[src/rtl/ccf_pkg.sv]
// Package: shared flag type and bit positions for the branch condition unit.
// Assumes the three flags sit in the lowest word bits in the order Z, C, N.
package ccf_pkg;

    localparam int COND_W     = 5;
    localparam int FLAG_Z_BIT = 0;
    localparam int FLAG_C_BIT = 1;
    localparam int FLAG_N_BIT = 2;
    localparam int NUM_FLAGS  = 3;

    // Packed so that bit 0 is Z, bit 1 is C and bit 2 is N.
    typedef struct packed {
        logic n;
        logic c;
        logic z;
    } flags_t;

    // Index of each demand term inside the condition evaluator.
    localparam int DEM_Z_CLR   = 0;
    localparam int DEM_Z_SET   = 1;
    localparam int DEM_SEL_CLR = 2;
    localparam int DEM_SEL_SET = 3;
    localparam int SEL_BIT     = 4;

endpackage

[src/rtl/ccf_flag_store.sv]
// Module: holds the Z, C and N flags.
// Loads from the ALU or from the host, and the ALU has priority when both write.
// Assumes a synchronous active-low reset that clears all flags.
module ccf_flag_store
    import ccf_pkg::*;
(
    input  logic   clk,
    input  logic   rst_n,
    input  logic   alu_we,
    input  flags_t alu_flags,
    input  logic   host_we,
    input  flags_t host_flags,
    output flags_t flags_q
);

    // Flag register with ALU-over-host write priority.
    always_ff @(posedge clk) begin
        if (!rst_n) begin
            flags_q <= '0;
        end else if (alu_we) begin
            flags_q <= alu_flags;
        end else if (host_we) begin
            flags_q <= host_flags;
        end
    end

endmodule

[src/rtl/ccf_cond_eval.sv]
// Module: combinational branch decision.
// Every set bit of the condition field adds one demand on the flags, and the
// branch is taken only when all selected demands are met. Bit 4 chooses
// whether bits 2 and 3 test carry or negative.
module ccf_cond_eval
    import ccf_pkg::*;
(
    input  logic [COND_W-1:0] cond,
    input  flags_t            flags,
    output logic              take
);

    localparam int NUM_DEM = COND_W - 1;

    logic              sel_flag;
    logic [NUM_DEM-1:0] dem_ok;
    logic [NUM_DEM-1:0] dem_val;

    // Choose the flag tested by the carry/negative demands.
    always_comb begin
        sel_flag = cond[SEL_BIT] ? flags.n : flags.c;
    end

    // The flag value each demand bit expects to see.
    always_comb begin
        dem_val[DEM_Z_CLR]   = ~flags.z;
        dem_val[DEM_Z_SET]   = flags.z;
        dem_val[DEM_SEL_CLR] = ~sel_flag;
        dem_val[DEM_SEL_SET] = sel_flag;
    end

    // A demand that is not selected is always satisfied.
    for (genvar i = 0; i < NUM_DEM; i++) begin : g_dem
        assign dem_ok[i] = ~cond[i] | dem_val[i];
    end

    // Branch is taken only when every demand holds.
    always_comb begin
        take = &dem_ok;
    end

endmodule

[src/rtl/ccf_word_pack.sv]
// Module: builds the readback word.
// Flags go into the low bits, a fixed range reads as zero, and every other
// bit is a storage flop loaded only by host writes.
// Assumes NUM_FLAGS < CLR_LO <= CLR_HI < WORD_W.
module ccf_word_pack
    import ccf_pkg::*;
#(
    parameter int WORD_W = 32,
    parameter int CLR_LO = 9,
    parameter int CLR_HI = 13
) (
    input  logic              clk,
    input  logic              rst_n,
    input  logic              host_we,
    input  logic [WORD_W-1:0] host_wdata,
    input  flags_t            flags,
    output logic [WORD_W-1:0] word
);

    for (genvar i = 0; i < WORD_W; i++) begin : g_bit
        if (i < NUM_FLAGS) begin : g_flag
            assign word[i] = flags[i];
        end else if (i >= CLR_LO && i <= CLR_HI) begin : g_zero
            assign word[i] = 1'b0;
        end else begin : g_keep
            logic keep_q;
            // Plain storage bit owned by the host.
            always_ff @(posedge clk) begin
                if (!rst_n) begin
                    keep_q <= 1'b0;
                end else if (host_we) begin
                    keep_q <= host_wdata[i];
                end
            end
            assign word[i] = keep_q;
        end
    end

endmodule

[src/rtl/ccf_unit.sv]
// Module: branch condition flag unit (top).
// Stores Z/C/N, evaluates the 5-bit branch condition field against them, and
// packs the flags word for host readback.
// Assumes WORD_W covers the zero range and that reset is synchronous, active low.
module ccf_unit
    import ccf_pkg::*;
#(
    parameter int WORD_W = 32,
    parameter int CLR_LO = 9,
    parameter int CLR_HI = 13
) (
    input  logic              clk,
    input  logic              rst_n,
    input  logic              alu_flag_we,
    input  logic              alu_z,
    input  logic              alu_c,
    input  logic              alu_n,
    input  logic              host_flag_we,
    input  logic [WORD_W-1:0] host_flag_wdata,
    input  logic [COND_W-1:0] cond_code,
    output logic              branch_take,
    output logic [WORD_W-1:0] flags_rdata
);

    flags_t alu_flags;
    flags_t host_flags;
    flags_t flags_q;
    logic   unused_clr_bits;

    // Gather the ALU results and the host flag bits into the flag type.
    always_comb begin
        alu_flags  = '{n: alu_n, c: alu_c, z: alu_z};
        host_flags = '{n: host_flag_wdata[FLAG_N_BIT],
                       c: host_flag_wdata[FLAG_C_BIT],
                       z: host_flag_wdata[FLAG_Z_BIT]};
    end

    // Written data in the zero range is discarded.
    assign unused_clr_bits = ^host_flag_wdata[CLR_HI:CLR_LO];

    ccf_flag_store u_store (
        .clk        (clk),
        .rst_n      (rst_n),
        .alu_we     (alu_flag_we),
        .alu_flags  (alu_flags),
        .host_we    (host_flag_we),
        .host_flags (host_flags),
        .flags_q    (flags_q)
    );

    ccf_cond_eval u_eval (
        .cond  (cond_code),
        .flags (flags_q),
        .take  (branch_take)
    );

    ccf_word_pack #(
        .WORD_W (WORD_W),
        .CLR_LO (CLR_LO),
        .CLR_HI (CLR_HI)
    ) u_pack (
        .clk        (clk),
        .rst_n      (rst_n),
        .host_we    (host_flag_we),
        .host_wdata (host_flag_wdata),
        .flags      (flags_q),
        .word       (flags_rdata)
    );

endmodule

[config.mk]
export PLATFORM = sky130hd
export DESIGN_NAME = ccf_unit
export DESIGN_NICKNAME = d
export VERILOG_FILES = /design/src/rtl/ccf_pkg.sv /design/src/rtl/ccf_flag_store.sv /design/src/rtl/ccf_cond_eval.sv /design/src/rtl/ccf_word_pack.sv /design/src/rtl/ccf_unit.sv
export SDC_FILE = /design/constraint.sdc
export NUM_CORES = 1
export LEC_CHECK = 0
export BUFFER_PORTS_ARGS = -buffer_cell sky130_fd_sc_hd__buf_2
export CAP_MARGIN = 20
export CORE_UTILIZATION = 43
export CTS_CLUSTER_DIAMETER = 80
export DETAILED_ROUTE_END_ITERATION = 7
export PLACE_DENSITY = 0.81
export SLEW_MARGIN = 20
export SYNTH_ARGS = -nofsm -noshare
export SYNTH_HDL_FRONTEND = slang
export SYNTH_SLANG_ARGS = --single-unit
[constraint.sdc]
create_clock -name clk -period 1.1 [get_ports clk]
set_clock_uncertainty 0.05 [all_clocks]
set_input_delay 0 -clock clk [delete_from_list [all_inputs] [get_ports clk]]
set_output_delay 0 -clock clk [all_outputs]
set_load 0.02 [all_outputs]
==> results of run 1 <==
## power by group through the flow
stage | combinational [W] | sequential (W) | clock, W
floorplan | 0.000328 | 0.00109 | 0
global placement | 0.000395 | 0.00109 | 0
detailed placement | 0.000407 | 0.00109 | 0
CTS | 0.000493 | 0.00107 | 0.000425
global route | 0.000536 | 0.00108 | 0.000464
finish | 0.000498 | 0.00107 | 0.000402
## what timing repair did
item / CTS / global route
hold buffers: 28 / 0
endpoints found under the hold margin: 27 / 0
endpoints found under the setup margin: 1 / 1
resized for setup: 3 / 0
buffers inserted: 1 / 0
cloned: 0 / 0
## metal layers
layer | vias up | track usage, %
li1 | 521 | -
met1 | 472 | 16.43
met2 | 40 | 42.02
met3 | 4 | 4.989
met4 | 0 | 3.484
met5 | - | 0
## worst max-delay path, cell delays in order (launching register included)
cell	delay [ns]
dfxtp_2	0.35
mux2i_2	0.18
mux2_4	0.33
a211oi_4	0.16
buf_6	0.15
## logic make-up (layout without fill, tap and decap cells)
| group | count (synthesis) | after routing | synth area share, % |
|---|---|---|---|
| simple gates | 31 | 31 | 14.29 |
| mux | 29 | 29 | 22.34 |
| compound gates | 4 | 4 | 2.109 |
| buf+inv | 34 | 102 | 19.56 |
| other cells | 1 | 5 | 0.2874 |
| flops | 27 | 27 | 41.42 |
## path summary, 6_finish.rpt
kind / start / to / slack, ns / depth (start not counted)
max reg2reg: u_store.flags_q[2] / u_store.flags_q[2] / 0.15 / 4
max: u_store.flags_q[1] / branch_take / -0.43 / 4
min: host_flag_wdata[2] / u_store.flags_q[2] / 0.03 / 4
min reg2reg: u_pack.g_bit[3].g_keep.keep_q / u_pack.g_bit[3].g_keep.keep_q / 0.48 / 2
## synth_stat cells
cell type | number | area share, %
a211oi_2 | 1 | 0.96
and2_1 | 3 | 1.4
buf_4 | 30 | 17
buf_6 | 2 | 1.7
clkbuf_1 | 2 | 0.58
conb_1 | 1 | 0.29
dfxtp_1 | 27 | 41
mux2_1 | 1 | 0.86
mux2i_1 | 28 | 21
nand2_1 | 3 | 0.86
nor2b_1 | 25 | 12
o21ai_0 | 3 | 1.2
## cells in the final DEF (no fill, tap or decap)
| cell type | n |
|---|---|
| a211oi_4 | 1 |
| buf_6 | 1 |
| clkbuf_4 | 3 |
| buf_12 | 1 |
| dlygate4sd3_1 | 28 |
| nand2_1 | 3 |
| mux2_4 | 1 |
| buf_2 | 65 |
| buf_4 | 3 |
| dfxtp_2 | 2 |
| mux2i_2 | 1 |
| conb_1 | 5 |
| o21ai_0 | 3 |
| dfxtp_1 | 25 |
| mux2i_1 | 27 |
| clkbuf_1 | 1 |
| and2_1 | 3 |
| nor2b_1 | 25 |
## registers in the layout (all words and copies together), names as in the netlist
signal	flops
u_pack.g_bit.g_keep.keep_q	24
u_store.flags_q	3
## per-stage QoR
stage / utilization (%) / total power [W]
after floorplan: - / 0.001422
after global placement: 52.85 / 0.001482
after detailed placement: 52.85 / 0.001497
after CTS: 64.41 / 0.001988
after global routing: 64.41 / 0.002077
final: 64.41 / 0.001970
## final cells by class
type	count	area (um^2)
Clock buffer	4	26.28
Fill cell	231	998.5
Multi-Input combinational cell	69	539.3
Sequential cell	27	543.0
Tap cell	31	38.79
Timing Repair Buffer	98	659.4
==> results.sh, run 1 <==
export IMPL_synth_cell_types=12
export IMPL_wl_per_cell_um=12.60
export IMPL_power_share_switching_pct=26.87
export IMPL_synth_warnings=0
export IMPL_cts_buffers=3
export IMPL_drv_cap=0
export IMPL_drt_pass1_iter_count=5
export IMPL_grt_pass1_wl_um=4636
export IMPL_hp_class="in -> reg"
export IMPL_gp_congestion=0.6712
export IMPL_wl_met1_um=973
export IMPL_antennaDiodeCount=0
export IMPL_p_int_w=0.001441
export IMPL_vdd_drop_max_v=0.0009185
export IMPL_met3_length_um=150
export IMPL_grt_max_degree=28
export IMPL_fp_coreArea_mm2=0.002805
export IMPL_postPlaceCellArea_mm2=0.001483
export IMPL_rsz0062_at_grt="yes"
export IMPL_nets=243
export IMPL_stdcell_count=229
export IMPL_criticalPathCategory="reg -> out"
export IMPL_critPathCaptureType="output port"
export IMPL_power_frac_comb_pct=25.3
export IMPL_avgSynthCellArea_um2=10.36
export IMPL_setup_viol=1
export IMPL_holdWs_ns=0.02639
export IMPL_insertion_delay_ns=0.31
export IMPL_root_buffer="clkbuf_4"
export IMPL_violations="design-rule violations, negative setup slack"
export IMPL_ios=77
export IMPL_timing_final_crit_share_pct=138.9
export IMPL_final_cell_area_mm2=0.001807
export IMPL_wl_met2_um=1717
export IMPL_cts_reportedPaths_clkPinSlew_ns=0.13
export IMPL_worstPathArrival_ns=1.48
export IMPL_cts_tree="yes"
export IMPL_worstPathMaxFanout=2
export IMPL_routed_wl_um=2885
export IMPL_vias=1037
export IMPL_critPathLaunchType="flip-flop"
export IMPL_worst_slack_ns=-0.4276
export IMPL_drt_antenna_violating_nets=0
export IMPL_start_util_pct=46.52
export IMPL_p_clk_share_pct=20.4
export IMPL_post_route_drc_count=8
export IMPL_die_w_um=57.09
export IMPL_place_hpwl_um=1693
export IMPL_setup_tns_ns=-0.4276
export IMPL_row_count=19
export IMPL_hold_viol_final=0
export IMPL_powerDensity_mw_per_mm2=1090
export IMPL_dp_cells=196
export IMPL_vias_per_cell=4.528
export IMPL_fmax_mhz=654.6
export IMPL_grt_total_usage_pct=19.03
export IMPL_grt_overflow=0
export IMPL_min_period_ns=1.528
export IMPL_dr_max_layer_used="met4"
export IMPL_area_growth_pct=38.45
export IMPL_h_tree_depth=1
export IMPL_status="finished with violations"
export IMPL_drv_slew=0
export IMPL_seq_area_frac_synth_pct=41.42
export IMPL_synth_cells=126
export IMPL_drive_gt1_share_pct=39.39
export IMPL_grt_pass1_vias=1084
export IMPL_place_ws_ns=-0.1095
export IMPL_clockBufferDepth=2
export IMPL_cts_sinks=27
export IMPL_antenna_found_initial=0
export IMPL_die_height_um=57.09
export IMPL_syn_area_mm2=0.001305
export IMPL_switchingPower_w=0.0005294
export IMPL_ys_ff_latch=27
export IMPL_p_leak_nw=0.9252
export IMPL_numPortBuffers=66
export IMPL_drt_initial_drc_count=20
export IMPL_p_seq_share_pct=54.3
export IMPL_cp_required_ns=1.05
export IMPL_die_area_mm2=0.003259
(Power assumes the default switching activity.)
==> inputs of run 2 (changes only) <==
--- a/config.mk
+++ b/config.mk
@@ -7,6 +7,7 @@
 export LEC_CHECK = 0
 export BUFFER_PORTS_ARGS = -buffer_cell sky130_fd_sc_hd__buf_2
 export CAP_MARGIN = 20
+export CORE_ASPECT_RATIO = 1.5
 export CORE_UTILIZATION = 43
 export CTS_CLUSTER_DIAMETER = 80
 export DETAILED_ROUTE_END_ITERATION = 7
==> results.sh, run 2 (synthesis gave the netlist of run 1 again) <==
export IMPL_worstHoldPathCells=4
export IMPL_cts_sinks=27
export IMPL_start_util_pct=45.27
export IMPL_vias_per_cell=4.433
export IMPL_critPathLaunchType="flip-flop"
export IMPL_r2r_slack_ns=0.22
export IMPL_drt_initial_drc_count=8
export IMPL_largest_reg_flops=24
export IMPL_area_growth_pct=36.63
export IMPL_min_to="u_store.flags_q[2]"
export IMPL_largest_register="u_pack.g_bit.g_keep.keep_q"
export IMPL_clockBufferDepth=2
export IMPL_insertion_delay_ns=0.26
export IMPL_stdcell_count=231
export IMPL_cts_buffers=3
export IMPL_cp_required_ns=1.05
export IMPL_vias=1024
export IMPL_p_leak_nw=0.9052
export IMPL_routed_wl_um=2777
export IMPL_r2r_cells=3
export IMPL_ios=77
export IMPL_h_tree_depth=1
export IMPL_cts_reportedPaths_clkPinSlew_ns=0.08
export IMPL_setup_viol=1
export IMPL_antenna_found_initial=0
export IMPL_drt_pass1_iter_count=4
export IMPL_worst_slack_ns=-0.3445
export IMPL_setup_worst_path_start="u_store.flags_q[1]"
export IMPL_timing_final_crit_share_pct=131.3
export IMPL_final_common_cell="buf_2"
export IMPL_die_w_um=46.98
export IMPL_rsz0062_at_grt="yes"
export IMPL_grt_pass1_wl_um=4264
export IMPL_fp_coreArea_mm2=0.002883
export IMPL_die_area_mm2=0.003264
export IMPL_hold_viol_final=0
export IMPL_grt_total_usage_pct=17.92
export IMPL_final_cell_mix="65 x buf_2, 27 x mux2i_1, 25 x nor2b_1, 25 x dlygate4sd3_1, 25 x dfxtp_1"
export IMPL_r2r_end="u_store.flags_q[0]"
export IMPL_drt_antenna_violating_nets=0
export IMPL_gp_congestion=0.6958
export IMPL_worstPathMaxFanout=3
export IMPL_post_route_drc_count=0
export IMPL_drv_cap=0
export IMPL_critPathCaptureType="output port"
export IMPL_grt_max_degree=28
export IMPL_fillers=262
export IMPL_row_count=24
export IMPL_hold_start="alu_n"
export IMPL_grt_overflow=0
export IMPL_antennaDiodeCount=0
export IMPL_min_period_ns=1.444
export IMPL_reg_top3="u_pack.g_bit.g_keep.keep_q: 24 flops, u_store.flags_q: 3 flops"
export IMPL_numPortBuffers=66
export IMPL_fin_util_pct=61.85
export IMPL_wl_per_cell_um=12.02
export IMPL_drv_slew=0
export IMPL_worstPathArrival_ns=1.39
export IMPL_grt_pass1_vias=1050
export IMPL_criticalPathCategory="reg -> out"
export IMPL_die_height_um=69.47
export IMPL_cts_tree="yes"
export IMPL_powerDensity_mw_per_mm2=1172
export IMPL_violations="negative setup slack"
export IMPL_r2r_start="u_store.flags_q[0]"
export IMPL_dp_cells=202
export IMPL_vdd_drop_max_v=0.0006364
export IMPL_drive_gt1_share_pct=39.06
export IMPL_fmax_mhz=692.3
export IMPL_hp_class="in -> reg"
export IMPL_post_cts_buffers=0
export IMPL_status="finished with violations"
export IMPL_place_hpwl_um=1904
export IMPL_nets=237
export IMPL_root_buffer="clkbuf_8"
run 2: cell count changes in the layout (fill, tap and decap cells not counted):
cell,before,now
buf_4,3,0
clkbuf_4,3,0
clkbuf_8,0,3
dlygate4sd3_1,28,25
run 2: routing by layer:
layer	wire, um	track usage (%)	vias up
met1	1040	18.48	466
met2	1540	31.64	43
met4	84	10.16	0
met5	0	0	-
li1	-	-	507
met3	112	2.604	8
run 2: cell type report:
| type | instances | area (um^2) | area share [%] |
|---|---|---|---|
| Clock buffer | 4 | 45.04 | 2.526 |
| Tap cell | 39 | 48.80 | 2.737 |
| Timing Repair Buffer | 92 | 606.8 | 34.04 |
| Multi-Input combinational cell | 69 | 539.3 | 30.25 |
| Sequential cell | 27 | 543.0 | 30.46 |
run 2: power by group:
part | leakage, nW | switching, W | internal, W
Combinational | 0.659 | 0.000231 | 0.000246
Sequential | 0.224 | 0.0000320 | 0.00104
Clock | 0.0228 | 0.000285 | 0.000259
Total | 0.905 | 0.000547 | 0.00154
run 2: critical path, stage by stage (launching register included):
cell      delay, ns
dfxtp_2        0.34
mux2i_2        0.16
mux2_4         0.33
a211oi_4       0.16
buf_6          0.14
run 2: stage by stage:
stage / cell area [um^2] / setup TNS (ns) / power [W] / worst slack [ns] / hold slack [ns]
after detailed placement: 1478 / -0.08917 / 0.001494 / -0.08917 / 0.2137
after floorplan: 1334 / -0.04913 / 0.001422 / -0.04913 / 0.01336
final: 1783 / -0.3445 / 0.002090 / -0.3445 / 0.02016
after global placement: 1478 / -0.07997 / 0.001476 / -0.07997 / 0.2108
after global routing: 1783 / -0.4141 / 0.002200 / -0.4141 / 0.02952
after CTS: 1769 / -0.3669 / 0.002100 / -0.3669 / 0.001654
run 2: repair_timing:
item                                    in CTS  in global routing
cloned                                       0                  0
hold buffers                                24                  1
endpoints found under the setup margin       1                  1
endpoints found under the hold margin       24                  1
resized for setup                            2                  1
run 2: how the worst max path moves through the flow:
stage / to / slack, ns
floorplan: branch_take / -0.05
finish: branch_take / -0.34
CTS: branch_take / -0.37
global placement: branch_take / -0.08
global route: branch_take / -0.41
detailed placement: branch_take / -0.09
